`src/rtl/vfs_pkg.sv`:
```
package vfs_pkg;

    typedef enum logic [1:0] {
        ST_BOOT_SP = 2'd0,
        ST_BOOT_PC = 2'd1,
        ST_IDLE    = 2'd2,
        ST_FETCH   = 2'd3
    } vfs_state_e;

    // Byte offset of the second reset word.
    localparam int unsigned RESET_PC_OFS = 4;
    // First vector number a non-reset request may use.
    localparam int unsigned FIRST_EXC_NUM = 2;

endpackage

```
`src/rtl/vfs_base_reg.sv`:
```
module vfs_base_reg #(
    parameter int unsigned WORD_W     = 32,
    parameter int unsigned ALIGN_BITS = 7
) (
    input  logic              clk,
    input  logic              rst_n,
    input  logic              wr_en,
    input  logic [WORD_W-1:0] wr_data,
    output logic [WORD_W-1:0] base_q
);
    localparam logic [WORD_W-1:0] KEEP_MASK = ~((WORD_W'(1) << ALIGN_BITS) - WORD_W'(1));

    always_ff @(posedge clk) begin
        if (!rst_n) begin
            base_q <= '0;
        end else if (wr_en) begin
            base_q <= wr_data & KEEP_MASK;
        end
    end
endmodule

```
`src/rtl/vfs_addr_gen.sv`:
```
module vfs_addr_gen
    import vfs_pkg::*;
#(
    parameter int unsigned       WORD_W    = 32,
    parameter int unsigned       NUM_W     = 9,
    parameter int unsigned       LAST_NUM  = 271,
    parameter logic [WORD_W-1:0] ALT_BASE  = 32'h1FFF_0000
) (
    input  logic              boot_alt,
    input  logic [WORD_W-1:0] base_q,
    input  logic [NUM_W-1:0]  exc_num,
    output logic [WORD_W-1:0] boot_base,
    output logic [WORD_W-1:0] exc_addr,
    output logic              num_ok
);
    localparam logic [NUM_W-1:0] LO_NUM = NUM_W'(FIRST_EXC_NUM);
    localparam logic [NUM_W-1:0] HI_NUM = NUM_W'(LAST_NUM);

    logic [WORD_W-1:0] byte_ofs;

    always_comb begin
        boot_base = boot_alt ? ALT_BASE : '0;
        byte_ofs  = WORD_W'({exc_num, 2'b00});
        exc_addr  = base_q + byte_ofs;
        num_ok    = (exc_num >= LO_NUM) && (exc_num <= HI_NUM);
    end
endmodule

```
`src/rtl/vfs_entry_check.sv`:
```
module vfs_entry_check #(
    parameter int unsigned WORD_W = 32
) (
    input  logic [WORD_W-1:0] word_in,
    output logic [WORD_W-1:0] word_clean,
    output logic              mode_ok
);
    always_comb begin
        mode_ok    = word_in[0];
        word_clean = {word_in[WORD_W-1:1], 1'b0};
    end
endmodule

```
`src/rtl/vfs_fsm.sv`:
```
module vfs_fsm
    import vfs_pkg::*;
#(
    parameter int unsigned WORD_W = 32
) (
    input  logic              clk,
    input  logic              rst_n,
    input  logic              exc_req,
    input  logic              num_ok,
    input  logic [WORD_W-1:0] exc_addr,
    input  logic [WORD_W-1:0] boot_base,
    input  logic              rd_ack,
    input  logic [WORD_W-1:0] rd_data,
    input  logic [WORD_W-1:0] word_clean,
    input  logic              mode_ok,
    output logic              rd_req,
    output logic [WORD_W-1:0] rd_addr,
    output logic              busy,
    output logic              sp_load,
    output logic [WORD_W-1:0] sp_value,
    output logic              pc_load,
    output logic [WORD_W-1:0] pc_value,
    output logic              fault
);
    vfs_state_e        state_q, state_d;
    logic [WORD_W-1:0] addr_q;
    logic              accept;

    assign accept = (state_q == ST_IDLE) && exc_req && num_ok;

    // Next-state logic
    always_comb begin
        state_d = state_q;
        unique case (state_q)
            ST_BOOT_SP: if (rd_ack) state_d = ST_BOOT_PC;
            ST_BOOT_PC: if (rd_ack) state_d = ST_IDLE;
            ST_IDLE:    if (accept) state_d = ST_FETCH;
            ST_FETCH:   if (rd_ack) state_d = ST_IDLE;
            default:    state_d = ST_IDLE;
        endcase
    end

    // State register and latched entry address
    always_ff @(posedge clk) begin
        if (!rst_n) begin
            state_q <= ST_BOOT_SP;
            addr_q  <= '0;
        end else begin
            state_q <= state_d;
            if (accept) addr_q <= exc_addr;
        end
    end

    // Read port drive
    always_comb begin
        rd_req = (state_q != ST_IDLE);
        busy   = rd_req;
        unique case (state_q)
            ST_BOOT_SP: rd_addr = boot_base;
            ST_BOOT_PC: rd_addr = boot_base + WORD_W'(RESET_PC_OFS);
            default:    rd_addr = addr_q;
        endcase
    end

    // Registered result strobes
    always_ff @(posedge clk) begin
        if (!rst_n) begin
            sp_load  <= 1'b0;
            pc_load  <= 1'b0;
            fault    <= 1'b0;
            sp_value <= '0;
            pc_value <= '0;
        end else begin
            sp_load <= 1'b0;
            pc_load <= 1'b0;
            fault   <= 1'b0;
            if (rd_ack) begin
                unique case (state_q)
                    ST_BOOT_SP: begin
                        sp_load  <= 1'b1;
                        sp_value <= rd_data;
                    end
                    ST_BOOT_PC, ST_FETCH: begin
                        if (mode_ok) begin
                            pc_load  <= 1'b1;
                            pc_value <= word_clean;
                        end else begin
                            fault <= 1'b1;
                        end
                    end
                    default: ;
                endcase
            end
        end
    end
endmodule

```
`src/rtl/vec_fetch_seq.sv`:
```
module vec_fetch_seq
    import vfs_pkg::*;
#(
    parameter int unsigned       WORD_W     = 32,
    parameter int unsigned       CORE_ENT   = 16,
    parameter int unsigned       IRQ_ENT    = 256,
    parameter int unsigned       ALIGN_BITS = 7,
    parameter logic [WORD_W-1:0] ALT_BASE   = 32'h1FFF_0000,
    localparam int unsigned      NUM_ENT    = CORE_ENT + IRQ_ENT,
    localparam int unsigned      NUM_W      = $clog2(NUM_ENT)
) (
    input  logic              clk,
    input  logic              rst_n,
    input  logic              boot_alt,
    input  logic              exc_req,
    input  logic [NUM_W-1:0]  exc_num,
    output logic              busy,
    input  logic              base_wr_en,
    input  logic [WORD_W-1:0] base_wr_data,
    output logic [WORD_W-1:0] base_q,
    output logic              rd_req,
    output logic [WORD_W-1:0] rd_addr,
    input  logic              rd_ack,
    input  logic [WORD_W-1:0] rd_data,
    output logic              sp_load,
    output logic [WORD_W-1:0] sp_value,
    output logic              pc_load,
    output logic [WORD_W-1:0] pc_value,
    output logic              fault
);
    logic [WORD_W-1:0] boot_base;
    logic [WORD_W-1:0] exc_addr;
    logic              num_ok;
    logic [WORD_W-1:0] word_clean;
    logic              mode_ok;

    vfs_base_reg #(.WORD_W(WORD_W), .ALIGN_BITS(ALIGN_BITS)) u_base (
        .clk    (clk),
        .rst_n  (rst_n),
        .wr_en  (base_wr_en),
        .wr_data(base_wr_data),
        .base_q (base_q)
    );

    vfs_addr_gen #(
        .WORD_W  (WORD_W),
        .NUM_W   (NUM_W),
        .LAST_NUM(NUM_ENT - 1),
        .ALT_BASE(ALT_BASE)
    ) u_addr (
        .boot_alt (boot_alt),
        .base_q   (base_q),
        .exc_num  (exc_num),
        .boot_base(boot_base),
        .exc_addr (exc_addr),
        .num_ok   (num_ok)
    );

    vfs_entry_check #(.WORD_W(WORD_W)) u_chk_entry (
        .word_in   (rd_data),
        .word_clean(word_clean),
        .mode_ok   (mode_ok)
    );

    vfs_fsm #(.WORD_W(WORD_W)) u_fsm (
        .clk       (clk),
        .rst_n     (rst_n),
        .exc_req   (exc_req),
        .num_ok    (num_ok),
        .exc_addr  (exc_addr),
        .boot_base (boot_base),
        .rd_ack    (rd_ack),
        .rd_data   (rd_data),
        .word_clean(word_clean),
        .mode_ok   (mode_ok),
        .rd_req    (rd_req),
        .rd_addr   (rd_addr),
        .busy      (busy),
        .sp_load   (sp_load),
        .sp_value  (sp_value),
        .pc_load   (pc_load),
        .pc_value  (pc_value),
        .fault     (fault)
    );
endmodule

```
`config.mk`:
```
export PLATFORM = sky130hd
export DESIGN_NAME = vec_fetch_seq
export DESIGN_NICKNAME = d
export VERILOG_FILES = /design/src/rtl/vfs_pkg.sv /design/src/rtl/vfs_base_reg.sv /design/src/rtl/vfs_addr_gen.sv /design/src/rtl/vfs_entry_check.sv /design/src/rtl/vfs_fsm.sv /design/src/rtl/vec_fetch_seq.sv
export SDC_FILE = /design/constraint.sdc
export NUM_CORES = 1
export LEC_CHECK = 0
export ABC_AREA = 1
export BUFFER_PORTS_ARGS = -buffer_cell sky130_fd_sc_hd__buf_2
export CORE_MARGIN = 2
export CORE_UTILIZATION = 44
export DETAILED_ROUTE_END_ITERATION = 8
export MAX_ROUTING_LAYER = met4
export PLACE_DENSITY = 0.73
export SLEW_MARGIN = 20
export SYNTH_ARGS = -nofsm -noshare
export SYNTH_HDL_FRONTEND = slang
export SYNTH_SLANG_ARGS = --single-unit
export TNS_END_PERCENT = 5
```
`constraint.sdc`:
```
create_clock -name clk -period 1.9 [get_ports clk]
set_clock_uncertainty 0.05 [all_clocks]
set_input_delay 0.19 -clock clk [delete_from_list [all_inputs] [get_ports clk]]
set_output_delay 0.19 -clock clk [all_outputs]
set_load 0.02 [all_outputs]
```
==> impl_metrics.py <==
metrics = {
    "drt": {
        "drt-met1-wl_um": 7350,
        "first_pass_iters": 6,
        "post_drt_wl_per_cell_um": 13.9,
        "routed-wl-met3_um": 1190,
        "routed_via_density": 4.92,
        "highest-signal-layer": "met4",
        "detail-route-antenna-nets": 0,
        "initialDrtViolationCount": 519,
        "drt_wl_total_um": 16900,
        "vias": 5992,
        "routed-wl-met2_um": 7960,
        "drc_errors": 0,
    },
    "final_layout": {
        "fin_nets": 1121,
        "drive_gt1_share_pct": 26.6,
        "final_area_um2": 7700,
        "layout_common_cells": "189 x buf_2, 159 x nand2_1, 136 x nor2_1, 121 x dfxtp_1",
        "nFillCells": 1088,
        "final_common_cell": "buf_2",
        "area_growth_pct": 41.0,
        "num_antenna_cells": 0,
    },
    "run": {
        "drv_cap": 0,
    },
    "worst_setup_path": {
        "cp.arrival_ns": 1.61,
        "timing.rr.start": "u_base.base_q[7]",
        "worstSetupEndpointType": "output pin",
        "crit_end": "rd_addr[23]",
        "cp_slowest_cell": "dfxtp_4",
        "crit_path_max_incr_delay_ns": 0.37,
        "critPathLaunchType": "register",
        "rrSetupSlack_ns": 0.08,
        "cp_cell_sequence": "buf_12 -> clkinvlp_4 -> o21ai_0 -> buf_2",
        "setup.worst_path.start": "u_fsm.state_q[1]",
        "path_class": "register to output pin",
        "path_delay_family": "buffers and inverters",
        "rr_worst_depth": 11,
        "r2r-end": "u_fsm.addr_q[21]",
        "required_ns": 1.66,
        "crit_cells": 4,
        "critPathMaxFanout": 12,
        "crit_buf_inv": 3,
    },
    "floorplan": {
        "die_h_um": 115,
        "die_area_um2": 13300,
        "rows": 40,
        "start_util_pct": 45.3,
        "fp.dieW_um": 115,
        "ios": 212,
        "core_area_um2": 12100,
    },
    "clock_tree": {
        "clk_path_buf_depth": 2,
        "numCtsBuffers": 17,
        "h-tree-depth": 4,
        "cts_sinks": 123,
        "cts_tree": "done",
        "root_buffer": "clkbuf_16",
        "path_clk_slew_ns": 0.05,
        "clock_latency_ns": 0.41,
    },
    "place": {
        "place_hpwl_um": 11500,
        "io_buffers": 194,
        "placed_cell_area_um2": 6690,
        "gp_congestion": 0.929,
    },
    "synth": {
        "synth_largest_area_cell": "dfxtp_1",
        "syn_inst": 802,
        "ys_seq_area_share_pct": 45.1,
        "ys_warn_count": 0,
        "synth_ff_type": "dfxtp_1",
        "synth_cell_type_count": 26,
        "synth_edf_count": 0,
        "ys_top_cells_by_area": "dfxtp_1 45%, nand2_1 11%, nor2_1 9.6%, o21ai_0 7.6%, a21oi_1 6.9%",
        "netlist_area_um2": 5460,
        "synth_top_area_share_pct": 45.1,
        "syn_area_per_cell_um2": 6.81,
        "async_reset_ff_share_pct": 0,
        "ys_ff_latch": 123,
    },
    "power": {
        "combPwrFrac_pct": 16.0,
        "power_density_nw_per_um2": 915,
        "seqPwrFrac_pct": 40.0,
        "ir_worst_vdd_mv": 0.525,
        "p_leak_nw": 3.74,
        "intPower_mw": 5.10,
        "switching_power_mw": 1.95,
        "swShare_pct": 27.6,
        "power_frac_clock_pct": 44.0,
    },
    "timing": {
        "layout_min_cycle_time_ns": 1.85,
        "finalHoldViolCount": 0,
        "setup_violations": 0,
        "period_share_pct": 97.4,
        "fmax_mhz": 540,
        "rsz0062_at_grt": "true",
        "finalMaxSlewViolations": 0,
        "final.setup.tns_ns": 0,
    },
    "global_routing": {
        "grt_pass1_wl_um": 26800,
        "grt_max_degree": 44,
        "grt_pass1_vias": 5557,
        "antenna_found_initial": 0,
        "track_usage_pct": 26.3,
        "grt-ovfl-total": 0,
    },
    "outcome": {
        "status": "finished clean",
    },
    "hold_path": {
        "hold_class": "primary input to register",
    },
}
[repair_timing]
item | in CTS | in global routing
hold buffers | 31 | 0
pin swaps | 1 | 3
endpoints found under the setup margin | 17 | 29
gates resized for setup | 11 | 19
gates cloned | 1 | 0
buffers inserted | 3 | 0
endpoints found under the hold margin | 33 | 0
[per-layer routing]
layer  track usage [%]  up-vias
li1                  -     3011
met1              32.1     2701
met2              41.9      246
met3              7.06       34
met4              9.80        0
met5                 -        -
[synth_stat cells, types with 4 or more instances]
| cell type | instances |
|---|---|
| a21oi_1 | 75 |
| clkbuf_1 | 36 |
| nor3_1 | 4 |
| xnor2_1 | 5 |
| buf_4 | 12 |
| inv_1 | 75 |
| ha_1 | 4 |
| dfxtp_1 | 123 |
| buf_2 | 4 |
| o21ai_0 | 83 |
| nor2_1 | 140 |
| nand3_1 | 60 |
| nand2_1 | 162 |
[through the flow]
step / total power [mW] / std cells / hold WS [ns] / utilization, % / worst slack [ns]
finish: 7.05 / 1218 / 0.0123 / 63.8 / 0.0489
global route: 7.35 / 1218 / 0.00134 / 63.8 / -0.0589
CTS: 7.05 / 1218 / 0.00113 / 63.4 / -0.0199
detailed placement: 3.88 / 1151 / 0.365 / 55.4 / -0.0228
global placement: 3.87 / 1151 / 0.364 / 55.4 / -0.00928
floorplan: 3.49 / 811 / 0.274 / - / 0.0135
[sequential cells by signal, indices dropped and copies added, names as in the netlist]
signal          cells
u_fsm.pc_value     31
u_fsm.sp_value     32
u_fsm.state_q       2
u_fsm.fault         1
u_fsm.addr_q       30
u_fsm.sp_load       1
u_base.base_q      25
u_fsm.pc_load       1
[worst register-to-register path, delay by kind of cell, from the launching register on]
kind / cells / cell delay (ns)
compound gates: 1 / 0.17
fa+ha+maj: 2 / 0.49
buf+inv: 2 / 0.08
flops: 1 / 0.35
simple gates: 6 / 0.57
[power by group through the flow]
stage / combinational (mW) / sequential [mW] / clock (mW)
2_1_floorplan: 0.478 / 3.02 / 0
3_3_place_gp: 1.01 / 2.86 / 0
3_5_place_dp: 1.01 / 2.87 / 0
5_1_grt: 1.24 / 2.83 / 3.28
6_report: 1.12 / 2.82 / 3.10
4_1_cts: 1.10 / 2.82 / 3.13
[cells by family after synthesis]
family,share of synthesized area [%]
compound gates,14.9
buf+inv,9.99
other cells,0.0687
simple gates,27.7
xor+xnor,0.962
flops,45.1
fa+ha+maj,1.28
[worst min path at each step]
stage               cells after the start        startpoint  slack, ns                  to
finish                                  3  base_wr_data[20]       0.01   u_base.base_q[20]
global route                            3        rd_data[6]      0.001   u_fsm.pc_value[6]
CTS                                     3       rd_data[26]      0.001  u_fsm.sp_value[26]
global placement                        3  base_wr_data[11]       0.36   u_base.base_q[11]
detailed placement                      3  base_wr_data[14]       0.36   u_base.base_q[14]
floorplan                               2   base_wr_data[7]       0.27    u_base.base_q[7]
[area by class of cell]
type | instances | area [um^2] | share of cell area [%]
Tap cell | 168 | 210 | 2.73
Timing Repair Buffer | 261 | 1610 | 21.0
Clock inverter | 12 | 123 | 1.59
Clock buffer | 20 | 447 | 5.80
Multi-Input combinational cell | 558 | 2550 | 33.1
Inverter | 76 | 289 | 3.75
Sequential cell | 123 | 2470 | 32.1
(Power assumes the default switching activity.)
